--- src/rtl/oc_channel.sv ---
module oc_channel #(
  parameter logic [15:0] CMP_INIT = 16'h0000
) (
  input  logic        clk,
  input  logic        rst_n,
  input  logic        wr_en,
  input  logic        rd_en,
  input  logic [1:0]  addr,
  input  logic [7:0]  wdata,
  output logic [7:0]  rdata,
  input  logic [15:0] count,
  input  logic        tick,
  input  logic        tclk_on,
  output logic        pin_out,
  output logic        irq
);

  localparam logic [1:0] A_CTRL = 2'd0;
  localparam logic [1:0] A_HI   = 2'd1;
  localparam logic [1:0] A_LO   = 2'd2;
  localparam logic [1:0] M_OC   = 2'b01;

  logic        flag, ie, armed;
  logic [1:0]  mode, act;
  logic [15:0] cmp, hold;
  logic        hi_w, lo_w;

  wire ctrl_wr = wr_en && addr == A_CTRL;
  wire hi_wr   = wr_en && addr == A_HI;
  wire lo_wr   = wr_en && addr == A_LO;
  wire oc      = mode == M_OC;
  wire both    = hi_w & lo_w;
  wire xfer    = both && !ctrl_wr && (!(oc && tclk_on) || tick);
  wire hit     = oc && tick && count == cmp;

  logic unused_bits;
  assign unused_bits = &{1'b0, wdata[7], wdata[1:0]};

  always_ff @(posedge clk or negedge rst_n) begin
    if (!rst_n) begin
      cmp  <= CMP_INIT;
      hold <= CMP_INIT;
      hi_w <= 1'b0;
      lo_w <= 1'b0;
    end else if (ctrl_wr) begin
      hi_w <= 1'b0;
      lo_w <= 1'b0;
    end else begin
      if (xfer) begin
        cmp  <= hold;
        hi_w <= 1'b0;
        lo_w <= 1'b0;
      end
      if (hi_wr) begin
        hold[15:8] <= wdata;
        hi_w       <= 1'b1;
      end
      if (lo_wr) begin
        hold[7:0] <= wdata;
        lo_w      <= 1'b1;
      end
    end
  end

  always_ff @(posedge clk or negedge rst_n) begin
    if (!rst_n) begin
      ie   <= 1'b0;
      mode <= 2'b00;
      act  <= 2'b00;
    end else if (ctrl_wr) begin
      ie   <= wdata[6];
      mode <= wdata[5:4];
      act  <= wdata[3:2];
    end
  end

  always_ff @(posedge clk or negedge rst_n) begin
    if (!rst_n) begin
      flag  <= 1'b0;
      armed <= 1'b0;
    end else begin
      if (hit)                   flag <= 1'b1;
      else if (ctrl_wr && armed) flag <= 1'b0;
      if (ctrl_wr)                                armed <= 1'b0;
      else if (rd_en && addr == A_CTRL && flag)   armed <= 1'b1;
    end
  end

  always_ff @(posedge clk or negedge rst_n) begin
    if (!rst_n) pin_out <= 1'b0;
    else if (hit) begin
      case (act)
        2'b01:   pin_out <= ~pin_out;
        2'b10:   pin_out <= 1'b0;
        2'b11:   pin_out <= 1'b1;
        default: pin_out <= pin_out;
      endcase
    end
  end

  assign irq = flag & ie;

  always_comb begin
    case (addr)
      A_CTRL:  rdata = {flag, ie, mode, act, 2'b00};
      A_HI:    rdata = cmp[15:8];
      A_LO:    rdata = cmp[7:0];
      default: rdata = 8'h00;
    endcase
  end

endmodule

--- config.mk ---
export PLATFORM = sky130hd
export DESIGN_NAME = oc_channel
export DESIGN_NICKNAME = d
export VERILOG_FILES = /design/src/rtl/oc_channel.sv
export SDC_FILE = /design/constraint.sdc
export NUM_CORES = 1
export LEC_CHECK = 0
export ABC_AREA = 1
export CORE_UTILIZATION = 46
export DETAILED_ROUTE_END_ITERATION = 8
export PLACE_DENSITY = 0.85
export SLEW_MARGIN = 20
export SYNTH_ARGS = -nofsm -noshare
export SYNTH_HDL_FRONTEND = slang
export SYNTH_SLANG_ARGS = --single-unit
--- constraint.sdc ---
create_clock -name clk -period 1.2 [get_ports clk]
set_input_delay 0.24 -clock clk [delete_from_list [all_inputs] [get_ports clk]]
set_output_delay 0.24 -clock clk [all_outputs]
set_load 0.01 [all_outputs]
; Word-level counts from Yosys, hierarchy flattened
; Index checks and enable logic that the tools add are counted.
[classes]
n_eq_ne = 7
muxes = 11
n_bitwise = 4
reduce_logical = 24
[ops]
columns = cell, n
row1 = 8-bit one-hot mux with 3 select lines, 1
row2 = 16-bit == test, 1
row3 = 1-bit logical AND, 11
row4 = 1-bit 2-to-1 mux, 9
row5 = 3-bit nonzero test, 3
row6 = 2-bit AND reduction, 4
row7 = 2-bit by 1-bit == test with 1-bit output (second input constant), 3
row8 = 2-bit == test (second input constant), 3
row9 = 2-bit nonzero test, 2
row10 = 1-bit one-hot mux with 3 select lines, 1
row11 = 1-bit bitwise AND, 2
row12 = 1-bit zero test, 2
row13 = 2-bit zero test, 1
row14 = 1-bit inverter, 2
row15 = 1-bit logical OR, 1
[totals]
reg_bits = 42
input_bits = 32
out_inout_bits = 10
wordCells = 57

; Longest topological paths before layout
; Gate-level depths: netlist of run 1.
[depth]
depth_word = 8
ltp_mapped = 9
depth_no_buf = 9

; Worst setup path before layout of run 1
; No wires, ideal clock.
[synth_path]
path_kind = in2out
from = input addr[1]
to = output rdata[1]
t_arrival_ns = 0.852
required_ns = 0.960
setup_slack_ns = 0.108
stages = 4
path_buffers = 0
cell_sequence = inv_1 > nor2_1 > inv_1 > o21ai_0
[synth_via]
elab_chain_cells = 2
word_cells_on_any_way = 4
classes_between = 2 x eq/ne / 1 x mux / 1 x reduce/logical
[synth_lines]
columns = element, line
row1 = from (decl), 8  ; input logic [1:0] addr,
row2 = 2-bit == test (tied with other cells), 104  ; case (addr)
row3 = 8-bit one-hot mux with 3 select lines (*), 104
row4 = to (decl), 10  ; output logic [7:0] rdata,
; Mark *: on every way between the ends. The rest lies on a longest branch, timed or not.

; Worst setup path after layout of run 1
[layout_path]
from = register mode[0]
to = register cmp[14]
[layout_via]
elab_chain_cells = 6
[layout_lines]
columns = element, line
row1 = from (decl), 24  ; logic [1:0] mode, act;
row2 = from (signal assigned), 72  ; mode <= wdata[5:4];
row3 = 2-bit by 1-bit == test with 1-bit output, 31  ; wire oc = mode == M_OC;
row4 = 1-bit logical AND, 33  ; wire xfer = both && !ctrl_wr && (!(oc && tclk_on) || tick);
row5 = 1-bit zero test, 33
row6 = 1-bit logical OR, 33
row7 = 1-bit logical AND, 33
row8 = 2-bit AND reduction (no source line), -
row9 = to (signal assigned), 50  ; cmp <= hold;
row10 = to (decl), 25  ; logic [15:0] cmp, hold;
; Every way passes these cells.
; A chain may end at the register's enable or synchronous reset.

==> results of run 1 <==
kinds of logic (layout without fill, tap and decap cells):
logic type             Yosys count  after routing  synth area share [%]
AO/OA/AOI/OAI                   48             48                  12.7
XOR/XNOR                         5              5                  2.09
buffers and inverters           51            149                  9.69
flip-flops                      42             42                  50.3
AND/OR/NAND/NOR                132            132                  25.3
critical path, stage by stage, from the launching register on:
cell and delay, ns:
dfrtp_1 0.42, buf_6 0.13, nand4_1 0.10, nand2_2 0.09
nor3_4 0.26, buf_6 0.20, nand2_1 0.08, o21ai_1 0.09
cell type report:
class | instances | area (µm²)
inverter | 46 | 178
fill | 283 | 1100
clock inverter | 2 | 12.5
multi-input combinational | 185 | 1000
timing repair buffer | 95 | 860
sequential | 42 | 1050
clock buffer | 6 | 82.6
tap | 52 | 65.1
final timing paths:
kind / endpoint / depth (start not counted)
setup reg to reg: cmp[14] / 7
hold reg to reg: cmp[9] / 2
setup / recovery: cmp[14] / 7
min in group clk: cmp[9] / 2
hold / removal: cmp[3] / 3
max in group asynchronous: cmp[9] / 3
metal layers:
layer | part of all wire, % | wire [µm] | up-vias | GRT usage (%)
li1 | - | - | 1065 | -
met1 | 40 | 2730 | 1086 | 33.8
met2 | 49 | 3390 | 117 | 45.7
met3 | 7.0 | 481 | 31 | 5.23
met4 | 4.1 | 284 | 0 | 11.8
met5 | 0 | 0 | - | 0
cell usage after synthesis:
cell / n
dfrtp_1: 42
nand2_2: 1
nor2_1: 16
o31ai_1: 1
nor2b_1: 1
nand3_1: 7
xor2_1: 1
inv_1: 46
o221ai_1: 5
buf_6: 1
nor2_4: 1
a21oi_1: 3
o21ai_0: 37
nand2_1: 103
nand4_1: 2
buf_2: 3
o211ai_1: 1
xnor2_1: 4
nor3_2: 1
clkbuf_1: 1
o22ai_1: 1
power breakdown:
group	internal (W)	switching, W	total (W)
registers	0.00177	0.000279	0.00205
logic	0.00125	0.00122	0.00248
clock network	0.000463	0.000511	0.000974
total	0.00348	0.00201	0.00550
stage by stage:
stage	setup slack (ns)	utilization (%)	setup TNS [ns]	power, W	instance area (µm²)
floorplan	0.108	-	0	0.00282	2090
global placement	-0.863	65.5	-21.47	0.00378	2850
global route	-0.337	74.7	-6.86	0.00577	3250
finish	-0.252	74.7	-4.96	0.00550	3250
CTS	-0.147	71.4	-2.53	0.00507	3110
detailed placement	-0.918	65.5	-23.81	0.00387	2850
registers in the layout, indices dropped and copies added, names as in the netlist:
signal,count
act,2
mode,2
armed,1
flag,1
hi_w,1
cmp,16
ie,1
hold,16
pin_out,1
lo_w,1
timing repair:
action / in CTS / in global routing
pin swaps: 31 / 19
cloned: 0 / 0
gates resized for setup: 105 / 40
endpoints found under the hold margin: 42 / 0
hold buffers: 1 / 0
buffers inserted: 8 / 7
endpoints found under the setup margin: 48 / 32
==> qor.yml, run 1 <==
run_status:
  status: "complete, but fails checks"
  violations: "setup timing"
placement:
  hpwlAfterDp_mm: 4.22
  dp_cells: 404
  routabilityCongestion: 0.932
  port_buffers: 41
power_and_ir_drop:
  peakVddDrop_mv: 1.05
  pwr_density_cell_nw_per_um2: 1690
  p_leak_nw: 1.65
worst_hold_path:
  hold_path_class: "in -> async"
yosys:
  syn_nets: 310
  netlist_instances: 278
  syn_area_um2: 2090
  avgSynthCellArea_um2: 7.52
  yosys.cell_types.count: 21
  synth-seq-area-share_pct: 50.3
  synth-seq-cells: 42
  yosysWarnings: 0
  yosysTopAreaCellShare_pct: 50.3
  yosysTopAreaCell: "dfrtp_1"
  synthTopCellsByArea: "dfrtp_1, nand2_1, o21ai_0"
routing:
  vias_per_cell: 5.37
  wl_mm: 6.88
  drtAntennaViolNets: 0
  first_iter_violations: 223
  drt-pass1-iter-count: 5
  vias: 2299
  drc: 0
  wl_per_cell_um: 16.1
setup_path:
  reg2reg_from: "mode[0]"
  critPathArrivalTime_ns: 1.68
  rrSetupSlack_ns: -0.25
  cp-startpoint: "mode[0]"
  worstSetupPathType: "reg -> reg"
  crit_fanout: 11
  endpoint_kind: "register"
  required_ns: 1.43
  worst_setup_path_start_kind: "register"
cts:
  cts_tree: "built"
  clk_latency_ns: 0.31
  cts_made_buffers: 5
  cts_buffer_depth: 2
  cts_htree_levels: 2
  clockRootBuffer: "clkbuf_8"
  cts.sinks: 42
  cts.clk_slew.worst_paths_ns: 0.09
floorplanning:
  initial_utilization_pct: 48.0
  pin_count: 42
  fp.dieH_um: 69.4
  core_area_um2: 4350
  dieWidth_um: 69.4
  rows: 24
  die_area_um2: 4820
global_routing:
  grt_pass1_wl_mm: 10.1
  grt_pass1_vias: 2154
  grt_start_max_net_pins: 43
  grt-ovfl-total: 0
  gr-usage-all-layers_pct: 27.1
  antenna_found_initial: 0
timing:
  max_freq_ghz: 0.688
  finalSetupViolations: 29
  worst_pin_slew_ns: 0.304
  clock_skew_ns: 0.0123
  rsz0062_at_grt: "true"
  fin_crit_sh_pct: 121
  setup_slack_ns: -0.252
  slew_violations: 0
  hold_ws_ns: 0.423
  max_slew_margin_pct: 79.7
  hold_viol: 0
  min_period_ns: 1.45
layout:
  nets: 407
  area_growth_syn_to_layout_pct: 55.5
  antenna_cells: 0
  layout_common_cells: "nand2_1, dfrtp_1, buf_4"
  layout-drive-gt1-share_pct: 36.2
  final_common_cell: "nand2_1"
  instances_no_fill: 428
flow_run:
  cap_violations: 0
Note: power is estimated with default switching activity, not from simulation.
==> inputs of run 2 (changes only) <==
--- a/config.mk
+++ b/config.mk
@@ -8,6 +8,7 @@
 export ABC_AREA = 1
 export CORE_UTILIZATION = 46
 export DETAILED_ROUTE_END_ITERATION = 8
+export GPL_ROUTABILITY_DRIVEN = 0
 export PLACE_DENSITY = 0.85
 export SLEW_MARGIN = 20
 export SYNTH_ARGS = -nofsm -noshare
==> results of run 2 <==
No change in the layout: final DEF, timing and power equal those of run 1.
